$ cat src/rtl/pinport_pkg.sv
package pinport_pkg;
  localparam int unsigned ADDR_W = 2;
  localparam logic [ADDR_W-1:0] ADDR_DIR  = 2'd0;
  localparam logic [ADDR_W-1:0] ADDR_OVAL = 2'd1;
  localparam logic [ADDR_W-1:0] ADDR_MODE = 2'd2;
  localparam logic [ADDR_W-1:0] ADDR_PINS = 2'd3;
endpackage

$ cat src/rtl/pinport_rst_sync.sv
module pinport_rst_sync #(
  parameter int unsigned STAGES = 2
) (
  input  logic clk,
  input  logic rst_n,
  output logic rst_n_sync
);
  logic [STAGES-1:0] chain_q;
  logic [STAGES-1:0] chain_d;

  always_comb begin
    chain_d = {chain_q[STAGES-2:0], 1'b1};
  end

  always_ff @(posedge clk or negedge rst_n) begin
    if (!rst_n) chain_q <= '0;
    else        chain_q <= chain_d;
  end

  assign rst_n_sync = chain_q[STAGES-1];
endmodule

$ cat src/rtl/pinport_sync.sv
module pinport_sync #(
  parameter int unsigned NPINS  = 3,
  parameter int unsigned STAGES = 2
) (
  input  logic             clk,
  input  logic             rst_n,
  input  logic [NPINS-1:0] din,
  output logic [NPINS-1:0] dout
);
  logic [STAGES-1:0][NPINS-1:0] stage_q;
  logic [STAGES-1:0][NPINS-1:0] stage_d;

  always_comb begin
    stage_d[0] = din;
    for (int s = 1; s < STAGES; s++) stage_d[s] = stage_q[s-1];
  end

  always_ff @(posedge clk or negedge rst_n) begin
    if (!rst_n) stage_q <= '0;
    else        stage_q <= stage_d;
  end

  assign dout = stage_q[STAGES-1];
endmodule

$ cat src/rtl/pinport_capture.sv
module pinport_capture #(
  parameter int unsigned NPINS = 3
) (
  input  logic             clk,
  input  logic             rst_n,
  input  logic             line_mode,
  input  logic             eol_strobe,
  input  logic [NPINS-1:0] din,
  output logic [NPINS-1:0] cap
);
  logic             cap_en;
  logic [NPINS-1:0] cap_d;
  logic [NPINS-1:0] cap_q;

  always_comb begin
    cap_en = !line_mode || eol_strobe;
    cap_d  = cap_en ? din : cap_q;
  end

  always_ff @(posedge clk or negedge rst_n) begin
    if (!rst_n) cap_q <= '0;
    else        cap_q <= cap_d;
  end

  assign cap = cap_q;


  cap_hold_chk: assert property (@(posedge clk) disable iff (!rst_n)
    (line_mode && !eol_strobe) |=> $stable(cap_q))
    else $error("capture changed without a line strobe");
endmodule

$ cat src/rtl/pinport_regs.sv
module pinport_regs
  import pinport_pkg::*;
#(
  parameter int unsigned NPINS  = 3,
  parameter int unsigned DATA_W = 8
) (
  input  logic              clk,
  input  logic              rst_n,
  input  logic              reg_wr,
  input  logic [ADDR_W-1:0] reg_addr,
  input  logic [DATA_W-1:0] reg_wdata,
  input  logic [NPINS-1:0]  cap,
  output logic [NPINS-1:0]  dir,
  output logic [NPINS-1:0]  oval,
  output logic              line_mode,
  output logic [NPINS-1:0]  pins_rb,
  output logic [DATA_W-1:0] reg_rdata
);
  logic [NPINS-1:0] dir_q,  dir_d;
  logic [NPINS-1:0] oval_q, oval_d;
  logic             mode_q, mode_d;
  logic             wr_dir, wr_oval, wr_mode;

  always_comb begin
    wr_dir  = reg_wr && (reg_addr == ADDR_DIR);
    wr_oval = reg_wr && (reg_addr == ADDR_OVAL);
    wr_mode = reg_wr && (reg_addr == ADDR_MODE);
    dir_d   = wr_dir  ? reg_wdata[NPINS-1:0] : dir_q;
    oval_d  = wr_oval ? reg_wdata[NPINS-1:0] : oval_q;
    mode_d  = wr_mode ? reg_wdata[0]         : mode_q;
  end

  always_ff @(posedge clk or negedge rst_n) begin
    if (!rst_n) begin
      dir_q  <= '0;
      oval_q <= '0;
      mode_q <= 1'b0;
    end else begin
      dir_q  <= dir_d;
      oval_q <= oval_d;
      mode_q <= mode_d;
    end
  end

  always_comb begin
    pins_rb   = (dir_q & oval_q) | (~dir_q & cap);
    reg_rdata = '0;
    unique case (reg_addr)
      ADDR_DIR:  reg_rdata[NPINS-1:0] = dir_q;
      ADDR_OVAL: reg_rdata[NPINS-1:0] = oval_q;
      ADDR_MODE: reg_rdata[0]         = mode_q;
      default:   reg_rdata[NPINS-1:0] = pins_rb;
    endcase
  end

  assign dir       = dir_q;
  assign oval      = oval_q;
  assign line_mode = mode_q;


  ro_addr_chk: assert property (@(posedge clk) disable iff (!rst_n)
    (reg_wr && reg_addr == ADDR_PINS) |=>
      ($stable(dir_q) && $stable(oval_q) && $stable(mode_q)))
    else $error("write to read-only address changed a register");
endmodule

$ cat src/rtl/pinport_top.sv
module pinport_top
  import pinport_pkg::*;
#(
  parameter int unsigned NPINS       = 3,
  parameter int unsigned DATA_W      = 8,
  parameter int unsigned SYNC_STAGES = 2
) (
  input  logic              clk,
  input  logic              rst_n,
  input  logic              reg_wr,
  input  logic [ADDR_W-1:0] reg_addr,
  input  logic [DATA_W-1:0] reg_wdata,
  output logic [DATA_W-1:0] reg_rdata,
  input  logic              eol_strobe,
  input  logic [NPINS-1:0]  pin_in,
  output logic [NPINS-1:0]  pin_out,
  output logic [NPINS-1:0]  pin_oe
);
  logic             rst_q;
  logic [NPINS-1:0] sync_val;
  logic [NPINS-1:0] cap_val;
  logic [NPINS-1:0] dir;
  logic [NPINS-1:0] oval;
  logic             line_mode;
  logic [NPINS-1:0] pins_rb;

  pinport_rst_sync #(.STAGES(2)) u_rst (
    .clk(clk), .rst_n(rst_n), .rst_n_sync(rst_q)
  );

  pinport_sync #(.NPINS(NPINS), .STAGES(SYNC_STAGES)) u_sync (
    .clk(clk), .rst_n(rst_q), .din(pin_in), .dout(sync_val)
  );

  pinport_capture #(.NPINS(NPINS)) u_cap (
    .clk(clk), .rst_n(rst_q), .line_mode(line_mode),
    .eol_strobe(eol_strobe), .din(sync_val), .cap(cap_val)
  );

  pinport_regs #(.NPINS(NPINS), .DATA_W(DATA_W)) u_regs (
    .clk(clk), .rst_n(rst_q), .reg_wr(reg_wr), .reg_addr(reg_addr),
    .reg_wdata(reg_wdata), .cap(cap_val), .dir(dir), .oval(oval),
    .line_mode(line_mode), .pins_rb(pins_rb), .reg_rdata(reg_rdata)
  );

  assign pin_out = oval;
  assign pin_oe  = dir;


  dir_write_chk: assert property (@(posedge clk) disable iff (!rst_q)
    (reg_wr && reg_addr == ADDR_DIR) |=> (pin_oe == $past(reg_wdata[NPINS-1:0])))
    else $error("output enable does not follow direction write");


  free_capture_chk: assert property (@(posedge clk) disable iff (!rst_q)
    !line_mode |=> (cap_val == $past(sync_val)))
    else $error("free-running capture missed synchroniser output");


  out_readback_chk: assert property (@(posedge clk) disable iff (!rst_q)
    ((pins_rb ^ pin_out) & pin_oe) == '0)
    else $error("readback of driven pin differs from driven value");
endmodule

$ cat config.mk
export PLATFORM = sky130hd
export DESIGN_NAME = pinport_top
export DESIGN_NICKNAME = d
export VERILOG_FILES = /design/src/rtl/pinport_pkg.sv /design/src/rtl/pinport_rst_sync.sv /design/src/rtl/pinport_sync.sv /design/src/rtl/pinport_capture.sv /design/src/rtl/pinport_regs.sv /design/src/rtl/pinport_top.sv
export SDC_FILE = /design/constraint.sdc
export NUM_CORES = 1
export LEC_CHECK = 0
export ABC_AREA = 1
export BUFFER_PORTS_ARGS = -buffer_cell sky130_fd_sc_hd__buf_2
export CAP_MARGIN = 20
export CORE_ASPECT_RATIO = 1.2
export CORE_UTILIZATION = 41
export CTS_CLUSTER_SIZE = 28
export DETAILED_ROUTE_END_ITERATION = 10
export GPL_TIMING_DRIVEN = 0
export PLACE_DENSITY = 0.7
export SLEW_MARGIN = 20
export SYNTH_ARGS = -nofsm -noshare
export SYNTH_HDL_FRONTEND = slang
export SYNTH_SLANG_ARGS = --single-unit
$ cat constraint.sdc
create_clock -name clk -period 0.8 [get_ports clk]
set_input_delay 0.12 -clock clk [delete_from_list [all_inputs] [get_ports clk]]
set_output_delay 0.12 -clock clk [all_outputs]
set_load 0.005 [all_outputs]
# Word level (Yosys, flattened, before mapping)
# Cells that the tools add are included.
# totals
regBits,18
latchBits,0
ramBits,0
rom_bits,0
input_bits,17
out_inout_bits,14
wordCells,21
n_memories,0
# classes
n_addsub,0
mul,0
n_div,0
n_lt_le_gt_ge,0
eq_ne,2
shift,0
mux,2
bitwise_logic,4
reduce_logical,6
# ops
operator,count
$and A3 B3 Y3,2
$pmux W2 S3,1
$logic_and A1 B1 Y1,3
$not A3 Y3,1
$or A3 B3 Y3,1
$pmux W1 S3,1
$eq A2 B1 Y1 const B,1
$eq A2 B2 Y1 const B,1
$logic_not A2 Y1,1
$logic_not A1 Y1,1
$logic_or A1 B1 Y1,1

# Longest topological paths before layout
# depth
depth_word,4
ltp_mapped,6

# Cells and area by module
# From an unflattened synthesis, not the netlist that was laid out.
# hier_totals
cells_unflattened,91
area_unflattened_um2,797.0
# by_module_without_submodules
mod,instances,cells_per_inst,area_per_inst_um2,seq_area_each_um2
pinport_regs,1,68,470.5,175.2
pinport_sync,1,6,150.1,150.1
pinport_capture,1,14,122.6,75.1
pinport_rst_sync,1,3,53.8,50.0

# Worst setup path after synthesis
# OpenSTA, ideal clock, no wires.
# synth_timing
path_type,register to output
startpoint,"reg u_regs.dir_q[0], in the netlist u_regs.dir[0]"
endpoint,out reg_rdata[0]
arrival_time_ns,0.700
required_ns,0.680
path_slack_ns,-0.020
path_stages_with_launch,5
path_buffers,0
path_cell_list,dfrtp_1 -> inv_1 -> nor3_1 -> nor2_2 -> nand2_1
# synth_via
elab_chain_len,4
elab_cells_between_ends,5
# synth_lines
item,line_no,rtl
"start, declared",pinport_regs.sv:19,"logic [NPINS-1:0] dir_q, dir_d;"
"start signal, assigned",pinport_regs.sv:39,dir_q <= dir_d;
$not A3 Y3,pinport_regs.sv:46,pins_rb = (dir_q & oval_q) | (~dir_q & cap);
$and A3 B3 Y3,pinport_regs.sv:46,
$or A3 B3 Y3,pinport_regs.sv:46,
$pmux W1 S3 (*),pinport_regs.sv:48,unique case (reg_addr)
"end, declared",pinport_top.sv:13,"output logic [DATA_W-1:0] reg_rdata,"
# Mark *: on every way between the ends. The rest lies on a longest branch, timed or not.

# Final worst setup path
# layout_timing
startpoint,"reg u_regs.dir_q[1], in the netlist u_regs.dir[1]"
endpoint,out reg_rdata[1]
# layout_via
elab_chain_len,4
elab_cells_between_ends,5
# layout_lines
item,line_no
$not A3 Y3,pinport_regs.sv:46
$and A3 B3 Y3,pinport_regs.sv:46
$or A3 B3 Y3,pinport_regs.sv:46
$pmux W2 S3 (*),pinport_regs.sv:48
# Marked as above.

==> metrics.yaml <==
status: "finished, violations left"
violations: "setup timing"
synth.avg_cell_area_um2: 9.132
die_area_um2: 2119
syn_to_final_growth_pct: 50.39
cts_max_path_buffers: 2
pwr_density_cell_nw_per_um2: 1901
drtIter0Drc: 9
pin_count: 31
wl_met1_um: 602
postRouteAntennaNets: 0
port_buffers: 19
htreeDepth: 1
setup_viol: 17
worst_slack_ns: -0.4045
fill_cells: 163
hold_start: "reg_wdata[1]"
crit_path_end_kind: "primary output"
reg2reg_to: "u_cap.cap[2]$_DFFE_PN0P_"
synth_top_family_by_area: "simple AND/OR/NAND/NOR gates"
rows: 17
clk_latency_ns: 0.28
layout.cells.non_filler: 147
coreArea_um2: 1829
synth_top_cell_area_share: 0.5669
critPathKind: "reg2out"
dr.max_layer_used: "met4"
crit_arrival_ns: 1.08
wl_per_cell_um: 10.68
synth_simple_gate_area_frac: 0.2173
route.met2.wl_um: 875
whs_path_depth: 3
grt_pass1_vias: 632
critPathRequiredTime_ns: 0.68
p_leak_nw: 0.6253
vdd_drop_max_uv: 1704
yosysUniqueCellTypes: 18
grt_max_degree: 17
place_ws_ns: -0.1209
grtUsageTotal: 0.1634
nets: 146
dp_cells: 129
antenna_cells: 0
fin_crit_sh: 1.506
drive_gt1_frac: 0.4688
cts_tree: "done"
vias_per_cell: 4.571
r2r_slack_ns: -0.12
dp_hpwl_um: 986.5
r2r_cells: 5
initial_utilization: 0.4343
hp-class: "in2reg"
synth-seq-cells: 18
grt_overflow_total: 0
synth_cells: 87
synth-seq-area-share: 0.5669
die_w_um: 42.19
fmax_mhz: 830.2
routed_wl_um: 1570
clock-root-buffer: "clkbuf_4"
clkSinkCount: 18
synth-compound-area-share: 0.07874
antenna_found_initial: 0
whs_endpoint: "u_regs.oval[1]$_DFFE_PN0P_"
cts_buffers: 3
synth.area.mux_share: 0
worst-path-max-fanout: 4
regArea_um2: 451.7
synth_area_um2: 794.5
final_cell_mix: "dfrtp_1, nand2_1, buf_2"
synthAdderAreaFrac: 0
grt_pass1_wl_um: 2580
final_common_cell: "dfrtp_1"
gp_congestion: 0.7461
tns_ns: -3.185
finalClockSkew_ns: 0.001375
fin_area_um2: 1195
place_area_um2: 933.4
multiInputGateArea_um2: 312.8
post-route-drc-count: 0
synth_xor_area_frac: 0
hold_viol: 0
cap_viol_max_count: 0
via_count: 672
startpoint_type: "flop"
synth_warnings: 0
synth_area_leaders: "dfrtp_1, nand2_1, inv_1"
die_h_um: 50.22
rsz0062_at_grt: "true"
timing.final.max_slew_violations: 0
synth_top_area_cell: "dfrtp_1"
wl_met3_um: 77
r2r_start: "u_regs.line_mode$_DFFE_PN0P_"
dr.pass1.iters: 4
fin_crit_ns: 1.204
clkTransAtPathRegs_ns: 0.09
-- layout make-up --
| class | instances | area share |
|---|---|---|
| inverter | 14 | 0.04398 |
| sequential | 18 | 0.3780 |
| timing repair buffer | 33 | 0.2251 |
| tap | 19 | 0.01990 |
| clock buffer | 4 | 0.03037 |
| buffer | 6 | 0.04084 |
| multi-input combinational | 53 | 0.2618 |
-- per-layer routing --
metal	vias up	GRT usage
li1	345	-
met1	303	0.1829
met2	22	0.2846
met3	2	0.04317
met4	0	0.07813
met5	-	0
-- where the power goes --
group / leakage [nW] / switching, mW / internal, mW / total, mW
logic: 0.389 / 0.270 / 0.376 / 0.646
registers: 0.215 / 0.0855 / 1.00 / 1.09
clock network: 0.0210 / 0.260 / 0.277 / 0.537
-- repair_timing --
action,4_1_cts,5_1_grt
pin swaps,8,5
setup endpoints to repair,12,32
gates resized for setup,7,24
buffers inserted,6,6
hold endpoints to repair,5,0
hold buffers,4,0
-- logic make-up after synthesis --
family	after synthesis
other	2
buffers and inverters	20
AO/OA/AOI/OAI	12
AND/OR/NAND/NOR	35
flip-flops	18
-- metrics by stage --
stage               hold WS (ns)  power (mW)    util
floorplan                -0.1756       1.298       -
global placement        -0.09564       1.435  0.5103
detailed placement      -0.09432       1.450  0.5103
CTS                      0.06550       2.119  0.5882
global route             0.08365       2.415  0.6532
finish                   0.07832       2.271  0.6532
-- cells in the mapped netlist (all sizes together) --
library cell   n
o211ai         1
nand2         24
nor3           1
conb           2
inv           13
o21ai         11
clkinv         1
buf            6
nand3          8
dfrtp         18
nor2           2
-- critical path, stage by stage, from the launching register on --
cell     delay (ns)
dfrtp_1        0.44
o21ai_1        0.14
nand2_1        0.06
nand2_1        0.05
buf_2          0.11
-- sequential cells by signal, summed over array words and instances (netlist names) --
signal	count
u_cap.cap	3
u_regs.dir	3
u_regs.line_mode	1
u_regs.oval	3
u_rst.chain_q	2
u_sync.dout	3
u_sync.stage_d	3
-- worst max path at each step --
stage                         to  depth (start not counted)  slack, ns                 startpoint
floorplan           reg_rdata[0]                          4      0.002  u_regs.dir[0]$_DFFE_PN0P_
global placement    reg_rdata[0]                          5      -0.11  u_regs.dir[0]$_DFFE_PN0P_
detailed placement  reg_rdata[0]                          5      -0.12  u_regs.dir[0]$_DFFE_PN0P_
CTS                 reg_rdata[0]                          5      -0.40  u_regs.dir[0]$_DFFE_PN0P_
global route        reg_rdata[2]                          5      -0.50  u_regs.dir[2]$_DFFE_PN0P_
finish              reg_rdata[1]                          4      -0.40  u_regs.dir[1]$_DFFE_PN0P_
Note: power is estimated with default switching activity, not from simulation.
